==> src/rtl/sbs_pkg.sv <==
package sbs_pkg;

    // What a rising edge does to the burst state.
    typedef enum logic [1:0] {
        OP_CONT  = 2'd0,
        OP_LOAD  = 2'd1,
        OP_DESEL = 2'd2
    } sbs_op_e;

    // Low two address bits of a beat, from start bits and beat count.
    function automatic logic [1:0] burst_lsb(input logic [1:0] start,
                                             input logic [1:0] step,
                                             input logic       il);
        return il ? (start ^ step) : (start + step);
    endfunction

endpackage

==> src/rtl/sbs_decode.sv <==
module sbs_decode #(
    parameter int BYTE_N = 4
) (
    input  logic              ads_proc_n,
    input  logic              ads_ctrl_n,
    input  logic              sel_main_n,
    input  logic              sel_pos,
    input  logic              sel_neg_n,
    input  logic              gw_n,
    input  logic              bwe_n,
    input  logic [BYTE_N-1:0] bw_n,
    output sbs_pkg::sbs_op_e  op,
    output logic              proc_load,
    output logic [BYTE_N-1:0] wr_mask
);
    import sbs_pkg::*;

    logic proc_take;
    logic ctrl_take;
    logic chip_on;
    logic [BYTE_N-1:0] raw_mask;

    always_comb begin
        // master enable gates the processor strobe only
        proc_take = !ads_proc_n && !sel_main_n;
        // controller strobe counts when the processor strobe is high or blocked
        ctrl_take = !ads_ctrl_n && (ads_proc_n || sel_main_n);
        chip_on   = !sel_main_n && sel_pos && !sel_neg_n;

        if (proc_take || ctrl_take) begin
            op = chip_on ? OP_LOAD : OP_DESEL;
        end else begin
            op = OP_CONT;
        end
        proc_load = proc_take && chip_on;

        if (!gw_n) begin
            raw_mask = '1;
        end else if (!bwe_n) begin
            raw_mask = ~bw_n;
        end else begin
            raw_mask = '0;
        end
        // processor-started edges are reads whatever the write pins say
        wr_mask = proc_take ? '0 : raw_mask;
    end

endmodule

==> src/rtl/sbs_burst_seq.sv <==
module sbs_burst_seq #(
    parameter int ADDR_W = 4,
    parameter int BYTE_N = 4
) (
    input  logic              clk,
    input  logic              rst,
    input  sbs_pkg::sbs_op_e  op,
    input  logic              proc_load,
    input  logic              adv_n,
    input  logic              order_il,
    input  logic [ADDR_W-1:0] ext_addr,
    input  logic [BYTE_N-1:0] wr_mask,
    output logic              acc_valid,
    output logic [ADDR_W-1:0] acc_addr,
    output logic [BYTE_N-1:0] acc_we,
    output logic              burst_active
);
    import sbs_pkg::*;

    localparam int HI_W = ADDR_W - 2;

    typedef struct packed {
        logic              active;
        logic [ADDR_W-1:0] base;
        logic [1:0]        cnt;
    } seq_t;

    seq_t       st_d, st_q;
    logic [1:0] step_d;

    always_comb begin
        st_d      = st_q;
        acc_valid = 1'b0;
        acc_addr  = st_q.base;
        step_d    = adv_n ? st_q.cnt : st_q.cnt + 2'd1;
        unique case (op)
            OP_LOAD: begin
                st_d.active = 1'b1;
                st_d.base   = ext_addr;
                st_d.cnt    = 2'd0;
                acc_valid   = 1'b1;
                acc_addr    = ext_addr;
            end
            OP_DESEL: begin
                st_d.active = 1'b0;
            end
            default: begin
                if (st_q.active) begin
                    st_d.cnt  = step_d;
                    acc_valid = 1'b1;
                    acc_addr  = {st_q.base[ADDR_W-1 -: HI_W],
                                 burst_lsb(st_q.base[1:0], step_d, order_il)};
                end
            end
        endcase
        acc_we = acc_valid ? wr_mask : '0;
    end

    always_ff @(posedge clk) begin
        if (rst) begin
            st_q <= '0;
        end else begin
            st_q <= st_d;
        end
    end

    assign burst_active = st_q.active;

    // a processor-started burst never writes on its load edge
    p_proc_load_reads_r3: assert property (@(posedge clk) disable iff (rst)
        (op == OP_LOAD && proc_load) |-> (acc_we == '0));

    // a deselect edge leaves no burst running
    p_deselect_idle_r9: assert property (@(posedge clk) disable iff (rst)
        (op == OP_DESEL) |=> !burst_active);

    // no access while idle and no strobe taken
    p_idle_no_access_r10: assert property (@(posedge clk) disable iff (rst)
        (!burst_active && op == OP_CONT) |-> !acc_valid);

endmodule

==> src/rtl/sbs_store.sv <==
module sbs_store #(
    parameter int ADDR_W = 4,
    parameter int BYTE_N = 4
) (
    input  logic                  clk,
    input  logic [BYTE_N-1:0]     we,
    input  logic [ADDR_W-1:0]     waddr,
    input  logic [8*BYTE_N-1:0]   wdata,
    input  logic [ADDR_W-1:0]     raddr,
    output logic [8*BYTE_N-1:0]   rdata
);
    localparam int DEPTH = 1 << ADDR_W;

    for (genvar b = 0; b < BYTE_N; b++) begin : g_lane
        logic [7:0] lane [DEPTH];

        always_ff @(posedge clk) begin
            if (we[b]) begin
                lane[waddr] <= wdata[8*b +: 8];
            end
        end

        assign rdata[8*b +: 8] = lane[raddr];
    end

endmodule

==> src/rtl/sbs_sram.sv <==
module sbs_sram #(
    parameter int ADDR_W = 4,
    parameter int BYTE_N = 4
) (
    input  logic                 clk,
    input  logic                rst,
    input  logic                ads_proc_n,
    input  logic                ads_ctrl_n,
    input  logic                adv_n,
    input  logic                sel_main_n,
    input  logic                sel_pos,
    input  logic                sel_neg_n,
    input  logic                gw_n,
    input  logic                bwe_n,
    input  logic [BYTE_N-1:0]   bw_n,
    input  logic                oe_n,
    input  logic                order_il,
    input  logic                pipe_mode,
    input  logic [ADDR_W-1:0]   addr,
    input  logic [8*BYTE_N-1:0] wdata,
    output logic [8*BYTE_N-1:0] rdata,
    output logic                rdata_en
);
    import sbs_pkg::*;

    localparam int DATA_W = 8 * BYTE_N;

    typedef struct packed {
        logic              v1;
        logic [ADDR_W-1:0] a1;
        logic              v2;
        logic [DATA_W-1:0] d2;
    } pipe_t;

    sbs_op_e           op;
    logic              proc_load;
    logic [BYTE_N-1:0] wr_mask;
    logic              acc_valid;
    logic [ADDR_W-1:0] acc_addr;
    logic [BYTE_N-1:0] acc_we;
    logic              burst_active;
    logic [DATA_W-1:0] arr_rdata;
    logic              out_v;
    logic [DATA_W-1:0] out_data;
    logic              wr_edge;

    pipe_t st_d, st_q;

    sbs_decode #(.BYTE_N(BYTE_N)) u_decode (
        .ads_proc_n (ads_proc_n),
        .ads_ctrl_n (ads_ctrl_n),
        .sel_main_n (sel_main_n),
        .sel_pos    (sel_pos),
        .sel_neg_n  (sel_neg_n),
        .gw_n       (gw_n),
        .bwe_n      (bwe_n),
        .bw_n       (bw_n),
        .op         (op),
        .proc_load  (proc_load),
        .wr_mask    (wr_mask)
    );

    sbs_burst_seq #(.ADDR_W(ADDR_W), .BYTE_N(BYTE_N)) u_seq (
        .clk          (clk),
        .rst          (rst),
        .op           (op),
        .proc_load    (proc_load),
        .adv_n        (adv_n),
        .order_il     (order_il),
        .ext_addr     (addr),
        .wr_mask      (wr_mask),
        .acc_valid    (acc_valid),
        .acc_addr     (acc_addr),
        .acc_we       (acc_we),
        .burst_active (burst_active)
    );

    sbs_store #(.ADDR_W(ADDR_W), .BYTE_N(BYTE_N)) u_store (
        .clk   (clk),
        .we    (acc_we),
        .waddr (acc_addr),
        .wdata (wdata),
        .raddr (st_q.a1),
        .rdata (arr_rdata)
    );

    always_comb begin
        wr_edge = |acc_we;
        st_d    = st_q;
        // stage 1: address register of the current access
        st_d.v1 = acc_valid && !wr_edge;
        if (acc_valid) begin
            st_d.a1 = acc_addr;
        end
        // stage 2: output register, muted by a write edge
        st_d.v2 = st_q.v1 && !wr_edge;
        st_d.d2 = arr_rdata;

        out_v    = pipe_mode ? st_q.v2 : st_q.v1;
        out_data = pipe_mode ? st_q.d2 : arr_rdata;
        rdata_en = out_v && !oe_n;
        rdata    = rdata_en ? out_data : '0;
    end

    always_ff @(posedge clk) begin
        if (rst) begin
            st_q <= '0;
        end else begin
            st_q <= st_d;
        end
    end

    // a write edge leaves the output undriven
    p_write_mutes_r8: assert property (@(posedge clk) disable iff (rst)
        (|acc_we) |=> !rdata_en);

    // controller strobe with global write and full enables writes all bytes
    p_ctrl_write_all_r2: assert property (@(posedge clk) disable iff (rst)
        (!ads_ctrl_n && ads_proc_n && !sel_main_n && sel_pos && !sel_neg_n && !gw_n)
        |-> (&acc_we));

    // a suspend edge repeats the previous address
    p_suspend_holds_r4: assert property (@(posedge clk) disable iff (rst)
        (burst_active && op == OP_CONT && adv_n) |=> $stable(st_q.a1));

endmodule

==> config.mk <==
export PLATFORM = sky130hd
export DESIGN_NAME = sbs_sram
export DESIGN_NICKNAME = d
export VERILOG_FILES = /design/src/rtl/sbs_pkg.sv /design/src/rtl/sbs_decode.sv /design/src/rtl/sbs_burst_seq.sv /design/src/rtl/sbs_store.sv /design/src/rtl/sbs_sram.sv
export SDC_FILE = /design/constraint.sdc
export NUM_CORES = 1
export LEC_CHECK = 0
export BUFFER_PORTS_ARGS = -buffer_cell sky130_fd_sc_hd__buf_2
export CORE_AREA = 2 2 240 242
export DETAILED_ROUTE_END_ITERATION = 16
export DIE_AREA = 0 0 242 244
export SLEW_MARGIN = 20
export SYNTH_ARGS = -nofsm -noshare
export SYNTH_HDL_FRONTEND = slang
export SYNTH_SLANG_ARGS = --single-unit
==> constraint.sdc <==
create_clock -name clk -period 3.3 [get_ports clk]
set_input_delay 0.495 -clock clk [delete_from_list [all_inputs] [get_ports clk]]
set_output_delay 0.495 -clock clk [all_outputs]
set_load 0.02 [all_outputs]
==> results <==
- The clock tree from TritonCTS is done.
- Setup repair after global routing left no endpoint under its margin.
- The number of max-slew violations in the final report is 0.
- After synthesis, the cell types taking the most area are edfxtp_1, mux4_2, dfxtp_1.
- The sequential fraction of the synthesis area is 0.7303.
- Each instance of the synthesized netlist takes up on average 20.00 µm².
- Buffers inserted to repair hold after CTS numbered 0.
- Entering global routing, the biggest net connects 49 pins.
- The cell with the biggest individual delay on the critical path is mux4_2.
- The design draws 15.01 mW.
- Based on the critical path, the design can be clocked at up to 310.5 MHz.
- The initial antenna violation count is 1.
- The worst slack after detailed placement is 0.2705 ns.
- The number of nets in the synthesized netlist is 1,174.
- The largest area contributor in the synthesized netlist is edfxtp_1.
- The number of unique standard cell types used by synthesis is 55.
- The maximum root-to-sink buffer count is 3.
- The setup slack after layout is 0.07909 ns.
- The instance count after placement with tap cells included is 1,985.
- The headroom to the max-slew limit is 0.4970.
- Counting both buffers and inverters, the worst setup path holds a total of 2.
- Counting flops with a built-in enable in the synthesized netlist gives 512.
- In this run the vertical extent of the chip is 244 µm.
- The final worst-path cycle share is 0.9760.
- By startpoint and endpoint, the worst setup path is classified as flop to output port.
- The relative area change from synthesis to final layout is 17.96%.
- For the finished layout, the period the worst path requires is 3.221 ns.
- The total die area is 0.05905 mm².
- Once detailed placement completed, the half-perimeter wirelength came to 31,250 µm.
- The Yosys step of the flow raised 0 warnings.
- The clock buffer count from CTS is 58.
- After clock tree synthesis, the clock-pin slew on the worst setup and hold paths is 0.06 ns.
- For this design the ratio of total power to cell area is 568.1 mW/mm².
- The critical path goes through buf_4 -> mux4_2 -> mux2i_1 -> o221ai_1 -> buf_2.
- The worst min-delay path category is primary input to flop.
- The instance area after placement is 0.02442 mm².
- The x dimension of the die is 242 µm.
- The vias per cell is 5.473.
- The predominant post-synthesis flop cell is edfxtp_1.
- In this design, the stage delay of the slowest critical-path cell is 0.56 ns.
- The core region is 0.05617 mm².
- For this configuration, the core starts out at a cell density of 0.3987.
- The share of final-layout standard cells stronger than drive strength 1 is 0.3699.
- At the end of routability-driven placement, the weighted congestion stood at 0.7837.
- The flow ran to the end, and the final reports show no timing, DRC or antenna violations.
- Across the routed clock network, the largest skew measured is 0.01679 ns.
- The number of top-level design ports is 86.
- Along the worst path, the maximum fanout reaches 8.
- The number of optimization iterations in the first detailed-route pass is 5.
- After routing, the total negative slack on setup checks comes to 0 ns.
- The root buffer cell is clkbuf_16.
- The instance count of the mapped netlist is 1,120.
- The area share of the largest cell type after synthesis is 0.6865.
- The wire length after detailed routing is 50,490 µm.
- STA puts the critical path data required time at 2.80 ns.
- The max-capacitance violation count is 0.
- Counting flops with an async set or reset pin after synthesis yields a share of 0.
- In this run, synthesis produced a sequential element count of 561.
- The port buffer count is 85.
- The number of routed nets with antenna violations is 0.
- The kind of end point of the critical path is an output port.
- Across every metal layer, demand over resource in global routing totals 0.1712.
- In the routed design, unresolved DRC markers number 0.
- The mapped cell area is 0.02240 mm².
- Final hold analysis gives a worst-case slack of 0.1997 ns.
- Row generation in the floorplan step produced 87 rows.
- After the first detailed-routing iteration, the DRC count stood at 904.
- Global routing finished with a remaining overflow of 0.
- The net total in the final layout is 1,345.
- The finished cells cover 0.02642 mm².
- Setup violations remaining at the end of the flow were counted as 0.
- The hold violation count in the final report is 0.
- The global-route wire length before repair is 75,470 µm.
- The number of global-route vias before repair came to 11.70k.
- The via total after detailed routing is 11.48k.
- For the pin with the worst max-slew slack, the measured transition is 0.7544 ns.
- After the flow finishes, the layout carries non-filler instances totaling 2,098.
- The sort of element at the start of the critical path is a flop.
- CTS built an H-tree with a depth of 2.
- At the worst endpoint, the arrival time is 2.73 ns.
- At the end of the flow the core is filled with cells to 0.4703.
- The clock drives 561 sinks.
- The cell class contributing the biggest share of worst-path delay is multiplexers.
- The clock latency on the worst-skew pair is 0.61 ns.
- The detail-routed net length per standard cell is 24.06 µm.
- VDD sags by at most 0.3698 mV.
- Summed over all cells, the static leakage comes to 8.265 nW.
==> sequential cells by signal, indices dropped and copies added (netlist names), named ones only <==
name / flops
u_store.g_lane.lane: 512
u_seq.st_q: 6
st_q: 38
u_seq.burst_active: 1
==> placed cells by master, fill, tap and decap left out, types with 3 or more instances in the layout <==
master,netlist,final
edfxtp_1,512,512
mux4_2,128,128
buf_4,3,89
buf_2,23,85
mux2i_1,64,63
clkbuf_16,0,61
nand2_1,49,49
dfxtp_1,49,45
nor2_1,37,37
mux2_2,34,34
o221ai_1,32,32
nor4_2,5,32
a211oi_1,30,30
o211ai_1,16,16
clkbuf_1,24,14
a21oi_1,13,13
clkinv_2,0,12
clkbuf_8,1,9
buf_12,0,9
clkinv_1,0,6
o21ai_0,5,5
bufinv_16,0,4
and2_1,3,3
a211oi_2,3,3
nor3_1,3,3
dfxtp_4,0,3
==> area by class of cell <==
cell class | count | area (µm²)
sequential | 561 | 16370
inverter | 1 | 3.754
antenna | 1 | 2.502
timing repair buffer | 186 | 1324
clock buffer | 84 | 1703
clock inverter | 26 | 235.2
tap | 756 | 945.9
multi-input combinational | 483 | 5836
fill | 4718 | 29750
==> worst reg2reg max path, cell delays in order (launching register included) <==
cell and delay, ns:
dfxtp_1 0.38, xnor2_1 0.13, ha_1 0.15, nor2b_1 0.15
xnor3_2 0.30, buf_4 0.18, o31ai_4 0.23, buf_4 0.51
nor4_2 0.14, buf_4 0.22
==> worst paths after layout <==
| path | from | end | slack (ns) | cells past startpoint |
|---|---|---|---|---|
| max | flop | rdata[19] | 0.08 | 5 |
| min | addr[0] | u_seq.st_q[2]$_SDFFE_PP0N_ | 0.20 | 3 |
| max reg2reg | u_seq.st_q[0]$_SDFFE_PP0P_ | u_store.g_lane[1].lane[13][3]$_DFFE_PP_ | 0.64 | 9 |
| min reg2reg | st_q[37]$_SDFF_PP0_ | st_q[32]$_SDFF_PP0_ | 0.48 | 1 |
==> where the power goes <==
group / leakage, nW / total (mW) / switching [mW] / internal [mW]
logic: 2.30 / 0.672 / 0.392 / 0.280
registers: 5.01 / 7.81 / 0.0281 / 7.79
clock network: 0.954 / 6.52 / 2.64 / 3.88
total: 8.27 / 15.0 / 3.06 / 12.0
==> synth_stat cells (2+ instances only) <==
cell type / number
buf_1: 13
xnor2_1: 2
o221ai_1: 32
nor2_1: 37
nor4_1: 28
buf_2: 23
clkbuf_1: 24
buf_6: 9
dfxtp_1: 49
and2_1: 3
nor3_1: 3
o21ai_0: 5
a211oi_1: 30
buf_4: 3
nand2b_1: 2
o211ai_1: 16
xor2_1: 2
nand2_1: 49
a211oi_2: 3
edfxtp_1: 512
a21oi_1: 13
clkbuf_2: 2
mux4_2: 128
mux2i_1: 64
nor4_2: 5
mux2_2: 34
==> logic make-up (layout without fill, tap and decap cells) <==
group / after synthesis / after routing / share of synthesized area
buf+inv: 76 / 297 / 0.01810
compound gates: 111 / 111 / 0.04129
fa+ha+maj: 1 / 1 / 0.0005586
mux: 226 / 226 / 0.1744
flops: 561 / 561 / 0.7303
other cells: 0 / 1 / 0
simple gates: 140 / 140 / 0.03274
xor+xnor: 5 / 5 / 0.002626
==> routing by layer <==
metal | wire, µm | track usage
met4 | 830 | 0.04430
met2 | 25590 | 0.2909
met1 | 21670 | 0.2316
met5 | 11 | 0
met3 | 2386 | 0.02667
==> repair_timing <==
item | in CTS | in global routing
setup buffers | 2 | 0
resized for setup | 1 | 3
endpoints found under the setup margin | 22 | 2
No activity file was read; power rests on OpenSTA's default activity.
